--- config.mk ---
export PLATFORM = sky130hd
export DESIGN_NAME = mdec_top
export DESIGN_NICKNAME = d
export VERILOG_FILES = /design/src/rtl/mdec_pkg.sv /design/src/rtl/mdec_sync.sv /design/src/rtl/mdec_delay.sv /design/src/rtl/mdec_window.sv /design/src/rtl/mdec_clkgen.sv /design/src/rtl/mdec_top.sv
export SDC_FILE = /design/constraint.sdc
export NUM_CORES = 1
export LEC_CHECK = 0
export BUFFER_PORTS_ARGS = -buffer_cell sky130_fd_sc_hd__buf_2
export CAP_MARGIN = 10
export CORE_MARGIN = 2
export CORE_UTILIZATION = 30
export CTS_CLUSTER_DIAMETER = 40
export DETAILED_ROUTE_END_ITERATION = 10
export PLACE_DENSITY = 0.44
export SYNTH_ARGS = -nofsm -noshare
export SYNTH_HDL_FRONTEND = slang
export SYNTH_SLANG_ARGS = --single-unit
--- constraint.sdc ---
create_clock -name clk_i -period 3.71 [get_ports clk_i]
set_clock_uncertainty 0.05 [all_clocks]
set_input_delay 0.371 -clock clk_i [delete_from_list [all_inputs] [get_ports clk_i]]
set_output_delay 0.371 -clock clk_i [all_outputs]
set_load 0.01 [all_outputs]
--- src/rtl/mdec_pkg.sv ---
package mdec_pkg;

  typedef struct packed {
    logic mid;    // accepted mid-cell transition
    logic fall;   // direction of that transition (1 = falling)
    logic bnd;    // boundary transition inside the window
    logic nobnd;  // window closed with no boundary seen
    logic idle;   // quiet-line timeout
  } mdec_evt_t;

  function automatic int round_div(int n, int d);
    return (n + d / 2) / d;
  endfunction

endpackage

--- src/rtl/mdec_sync.sv ---
module mdec_sync #(
  parameter int SYNC_STAGES = 2
) (
  input  logic clk_i,
  input  logic rst_ni,
  input  logic line_i,
  output logic edge_o,
  output logic fall_o
);
  logic [SYNC_STAGES:0] sh_q;

  always_ff @(posedge clk_i or negedge rst_ni) begin
    if (!rst_ni) sh_q <= '0;
    else         sh_q <= {sh_q[SYNC_STAGES-1:0], line_i};
  end

  // sh_q[SYNC_STAGES-1] is the synchronized level, sh_q[SYNC_STAGES] its previous value
  assign edge_o = sh_q[SYNC_STAGES-1] ^ sh_q[SYNC_STAGES];
  assign fall_o = sh_q[SYNC_STAGES] & ~sh_q[SYNC_STAGES-1];
endmodule

--- src/rtl/mdec_delay.sv ---
module mdec_delay #(
  parameter int W     = 1,
  parameter int DEPTH = 1
) (
  input  logic         clk_i,
  input  logic         rst_ni,
  input  logic [W-1:0] d_i,
  output logic [W-1:0] q_o
);
  if (DEPTH == 0) begin : g_wire
    assign q_o = d_i;
  end else begin : g_pipe
    logic [W-1:0] stg_q [DEPTH];
    for (genvar i = 0; i < DEPTH; i++) begin : g_stg
      if (i == 0) begin : g_first
        always_ff @(posedge clk_i or negedge rst_ni) begin
          if (!rst_ni) stg_q[i] <= '0;
          else         stg_q[i] <= d_i;
        end
      end else begin : g_next
        always_ff @(posedge clk_i or negedge rst_ni) begin
          if (!rst_ni) stg_q[i] <= '0;
          else         stg_q[i] <= stg_q[i-1];
        end
      end
    end
    assign q_o = stg_q[DEPTH-1];
  end
endmodule

--- src/rtl/mdec_window.sv ---
module mdec_window
  import mdec_pkg::*;
#(
  parameter int OVS = 16
) (
  input  logic      clk_i,
  input  logic      rst_ni,
  input  logic      edge_i,
  input  logic      fall_i,
  output mdec_evt_t evt_o
);
  localparam int WIN  = round_div(3 * OVS, 4);
  localparam int IDLE = 2 * OVS;
  localparam int CW   = $clog2(IDLE + 1);

  logic [CW-1:0] win_cnt_q, quiet_cnt_q;
  logic          locked_q, bnd_seen_q;
  logic          open_w, acc, ign, close_now, timeout;

  assign open_w    = !locked_q || (win_cnt_q >= CW'(WIN));
  assign acc       = edge_i && open_w;
  assign ign       = edge_i && !open_w;
  assign close_now = locked_q && (win_cnt_q == CW'(WIN - 1));
  assign timeout   = locked_q && !edge_i && (quiet_cnt_q == CW'(IDLE - 1));

  always_ff @(posedge clk_i or negedge rst_ni) begin
    if (!rst_ni) begin
      win_cnt_q   <= CW'(WIN);
      quiet_cnt_q <= '0;
      locked_q    <= 1'b0;
      bnd_seen_q  <= 1'b0;
      evt_o       <= '0;
    end else begin
      evt_o.mid   <= acc;
      evt_o.fall  <= acc & fall_i;
      evt_o.bnd   <= ign;
      evt_o.nobnd <= close_now && !bnd_seen_q && !ign;
      evt_o.idle  <= timeout;

      if (acc)                         win_cnt_q <= CW'(1);
      else if (win_cnt_q < CW'(WIN))   win_cnt_q <= win_cnt_q + 1'b1;

      if (edge_i)                      quiet_cnt_q <= '0;
      else if (quiet_cnt_q < CW'(IDLE)) quiet_cnt_q <= quiet_cnt_q + 1'b1;

      if (timeout)  locked_q <= 1'b0;
      else if (acc) locked_q <= 1'b1;

      if (acc)      bnd_seen_q <= 1'b0;
      else if (ign) bnd_seen_q <= 1'b1;
    end
  end
endmodule

--- src/rtl/mdec_clkgen.sv ---
module mdec_clkgen (
  input  logic clk_i,
  input  logic rst_ni,
  input  logic fall_ev_i,   // delayed mid-cell transition
  input  logic rise_pt_i,   // delayed boundary transition
  input  logic rise_tmr_i,  // window closed without boundary
  output logic rclk_o,
  output logic tmr_rise_o
);
  always_ff @(posedge clk_i or negedge rst_ni) begin
    if (!rst_ni) begin
      rclk_o     <= 1'b1;
      tmr_rise_o <= 1'b0;
    end else begin
      tmr_rise_o <= 1'b0;
      if (fall_ev_i) begin
        rclk_o <= 1'b0;
      end else if (rise_tmr_i && !rclk_o) begin
        rclk_o     <= 1'b1;
        tmr_rise_o <= 1'b1;
      end else if (rise_pt_i) begin
        rclk_o <= 1'b1;
      end
    end
  end
endmodule

--- src/rtl/mdec_top.sv ---
module mdec_top
  import mdec_pkg::*;
#(
  parameter int OVS         = 16,
  parameter int SYNC_STAGES = 2
) (
  input  logic clk_i,
  input  logic rst_ni,
  input  logic line_i,
  output logic rclk_o,
  output logic data_n_o,
  output logic valid_o
);
  localparam int WIN  = round_div(3 * OVS, 4);
  localparam int HALF = round_div(OVS, 2);
  // delay of the falling path so the no-boundary rise lands HALF later
  localparam int DLY  = WIN - 1 - HALF;

  logic      edge_s, fall_s;
  mdec_evt_t evt;
  logic [2:0] dly_in, dly_out;
  logic      mid_d, fall_d, bnd_d;
  logic      tmr_rise;
  logic      mid_q, bit_q;

  mdec_sync #(.SYNC_STAGES(SYNC_STAGES)) i_sync (
    .clk_i  (clk_i),
    .rst_ni (rst_ni),
    .line_i (line_i),
    .edge_o (edge_s),
    .fall_o (fall_s)
  );

  mdec_window #(.OVS(OVS)) i_window (
    .clk_i  (clk_i),
    .rst_ni (rst_ni),
    .edge_i (edge_s),
    .fall_i (fall_s),
    .evt_o  (evt)
  );

  assign dly_in = {evt.mid, evt.fall, evt.bnd};

  mdec_delay #(.W(3), .DEPTH(DLY)) i_delay (
    .clk_i  (clk_i),
    .rst_ni (rst_ni),
    .d_i    (dly_in),
    .q_o    (dly_out)
  );

  assign {mid_d, fall_d, bnd_d} = dly_out;

  mdec_clkgen i_clkgen (
    .clk_i      (clk_i),
    .rst_ni     (rst_ni),
    .fall_ev_i  (mid_d),
    .rise_pt_i  (bnd_d),
    .rise_tmr_i (evt.nobnd),
    .rclk_o     (rclk_o),
    .tmr_rise_o (tmr_rise)
  );

  // data moves one cycle after the clock falls
  always_ff @(posedge clk_i or negedge rst_ni) begin
    if (!rst_ni) begin
      mid_q    <= 1'b0;
      bit_q    <= 1'b0;
      data_n_o <= 1'b0;
      valid_o  <= 1'b0;
    end else begin
      mid_q <= mid_d;
      bit_q <= fall_d;
      if (mid_q) data_n_o <= ~bit_q;
      if (evt.idle)   valid_o <= 1'b0;
      else if (mid_q) valid_o <= 1'b1;
    end
  end
endmodule

==> reports/qor.yml <==
outcome:
  outcome: "finished, final reports clean"
clocking:
  insertion_delay_ps: 290
  cts_setup_buffers: 0
  ctsLongestPathBuffers: 2
  clkTransAtPathRegs_ps: 70
  cts_buffers: 5
  cts_resized: 0
  cts_hold_buf: 0
  cts_tree: "yes"
  cts.sink_count: 36
  htree_levels: 2
  root_buffer: "clkbuf_8"
cells_and_area:
  layout-drive-gt1-share_pct: 19.4
  multi_input_area_um2: 365
  regArea_um2: 905
  layout.nets: 114
  fillers: 424
  area_delta_synth_final_pct: 15.4
  num_antenna_cells: 0
detailed_routing:
  drt-met1-wl_um: 934
  routedWlPerCell_um: 12.2
  postRouteAntennaNets: 0
  drc: 0
  num_vias: 704
  vias_per_cell: 4.46
  route.met2.wl_um: 864
  top_layer: "met4"
  wl_met3_um: 94
  wl_mm: 1.93
  dr.pass1.iters: 2
  drt_iter0_markers: 41
hold_path:
  min_path_type: "input pin to async pin"
global_routing:
  antenna_found_initial: 0
  grtUsageTotal_pct: 9.90
  grt_overflow: 0
  grt_max_degree: 37
  grt_pass1_vias: 751
  grt_pass1_wl_mm: 3.58
place:
  io_buffers: 5
  dp_hpwl_mm: 1.24
  pre_cts_slack_ps: 2300
  gp_congestion: 0.657
sta:
  final-hold-violation-count: 0
  maxSlewHeadroom_pct: 47.5
  finalCritPeriodShare_pct: 37.5
  fmax_ghz: 0.719
  drv_slew: 0
  fin_setup_tns_ps: 0
  whs_ps: 109
  fin_crit_ps: 1390
  setup_violations: 0
  layout_setup_ws_ps: 2320
  max_slew.worst_pin.slew_ps: 787
  grt_setup_unrepaired: "false"
setup_path:
  required_ps: 3830
  critPathSlowestCell: "ha_1"
  critPathArrivalTime_ps: 1510
  cpMostUsedCell: "inv_1"
  startpoint_type: "register"
  cp-end-kind: "register"
  worst-path-max-fanout: 7
  critical_path_class: "register to register"
  cp_cell_sequence: "inv_1, ha_1, inv_1, a41oi_1, nor2_1"
  cpPeakStageDelay_ps: 430
synthesis:
  postSynth.asyncResetShare_pct: 100
  syn-mean-instance-area_um2: 13.6
  synth_top_area_share_pct: 63.9
  synth_top_area_cell: "dfrtp_1"
  ys_seq_area_share_pct: 70.0
  ys_top_cells_by_area: "dfrtp_1 64%, dfstp_2 6.1%, ha_1 3.9%"
  yosysWarningCount: 0
  yosys_most_used_dff: "dfrtp_1"
  netlist_instances: 95
  syn_area_um2: 1290
  synth-seq-cells: 36
  synthesis.nets: 102
  synth-edff-count: 0
  synth_cell_types: 28
floorplan:
  fp.coreArea_um2: 4090
  pin_count: 6
  num_rows: 23
  die_height_um: 69.6
  die-area_um2: 4850
  fp.dieW_um: 69.6
  start_util_pct: 31.6
power:
  powerDensity_nw_per_um2: 699
  p_leak_uw: 0.000701
  vdd_ir_drop_max_v: 0.000256
flow_run:
  max-cap-violations: 0
## path summary, 6_finish.rpt
path / start / slack (ps) / depth (start not counted) / endpoint
setup / recovery: i_sync.sh_q[1] / 2320 / 5 / i_window.win_cnt_q[5]
setup reg to reg: i_sync.sh_q[1] / 2320 / 5 / i_window.win_cnt_q[5]
max in group asynchronous: rst_ni / 3000 / 1 / i_window.win_cnt_q[0]
hold / removal: rst_ni / 110 / 1 / bit_q
hold reg to reg: i_window.evt_o[3] / 300 / 0 / i_delay.g_pipe.stg_q[7]
min in group clk_i: line_i / 140 / 1 / i_sync.sh_q[0]
## registers in the layout (all words and copies together), names as in the netlist
signal                count
i_delay.g_pipe.stg_q      6
i_window.quiet_cnt_q      6
i_window.win_cnt_q        6
i_window.evt_o            5
i_delay.q_o               3
i_sync.sh_q               3
bit_q                     1
data_n_o                  1
i_clkgen.rclk_o           1
i_window.bnd_seen_q       1
i_window.locked_q         1
mid_q                     1
valid_o                   1
## synthesized netlist by cell type, drive strengths merged, types with 3 or more instances
cell,number
a21oi,5
dfrtp,33
dfstp,3
ha,4
inv,6
mux2i,3
nand2,4
nor2,13
xor2,3
## placed cells by master, fill, tap and decap left out
cell	Yosys	layout
bufinv_16	0	1
clkinv_2	0	1
o21ai_0	1	1
nand2_1	4	4
clkbuf_8	0	5
nor4_1	1	1
or2_2	1	1
nor2_1	13	13
and3_1	1	1
nand3_1	1	1
a41oi_1	1	1
a21oi_4	1	1
xnor2_1	1	1
nor3_1	2	2
nand4b_1	2	2
dfrtp_1	33	33
or2b_1	1	1
and3_2	1	1
clkinvlp_4	0	1
and2_1	1	1
or3b_1	1	1
xor2_1	3	3
ha_1	4	4
inv_1	6	6
buf_2	0	5
a211oi_4	1	1
nand2b_1	2	2
o21a_1	1	1
and2_2	1	1
a21oi_1	4	4
a211oi_1	1	1
mux2i_1	3	3
dfstp_2	3	3
## power by group
part	internal [µW]	switching, µW	leakage, µW
logic	80.2	87.0	0.000198
clock network	199	143	0.0000541
registers	481	52.6	0.000449
## metal layers
layer | GRT usage [%] | up-vias
met1 | 12.5 | 350
li1 | - | 337
met5 | 0 | -
met3 | 4.07 | 4
met2 | 13.6 | 13
met4 | 7.05 | 0
## stage by stage
| stage | area, µm² | total power, µW | cells | util (%) |
|---|---|---|---|---|
| 5_1_grt | 1490 | 1120 | 158 | 36.5 |
| 3_5_place_dp | 1380 | 715 | 150 | 33.8 |
| 6_report | 1490 | 1040 | 158 | 36.5 |
| 4_1_cts | 1490 | 1070 | 158 | 36.5 |
| 3_3_place_gp | 1380 | 711 | 150 | 33.8 |
| 2_1_floorplan | 1290 | 661 | 95 | - |
## cell families (layout without fill, tap and decap cells)
| family | count (synthesis) | after routing | share of synthesized area [%] |
|---|---|---|---|
| buf+inv | 6 | 19 | 1.74 |
| flops | 36 | 36 | 70.0 |
| xor+xnor | 4 | 4 | 2.71 |
| compound gates | 10 | 10 | 6.58 |
| mux | 3 | 3 | 2.32 |
| simple gates | 32 | 32 | 12.8 |
| fa+ha+maj | 4 | 4 | 3.87 |
## layout make-up
type                    instances  area share (%)
clock buffers                   5            4.61
clock inverters                 3            2.85
inverters                       6            1.51
multi-input cells              53            24.5
flip-flops and latches         36            60.7
well taps                      50            4.19
repair buffers                  5            1.68
## critical path, delay by kind of cell (launching register included)
kind,cells,cell delay (ps)
adders and majority gates,1,430
DFF,1,340
buffers and inverters,2,220
AOI/OAI and AO/OA,1,180
and+or+nand+nor,1,50
No activity file was read; power rests on OpenSTA's default activity.
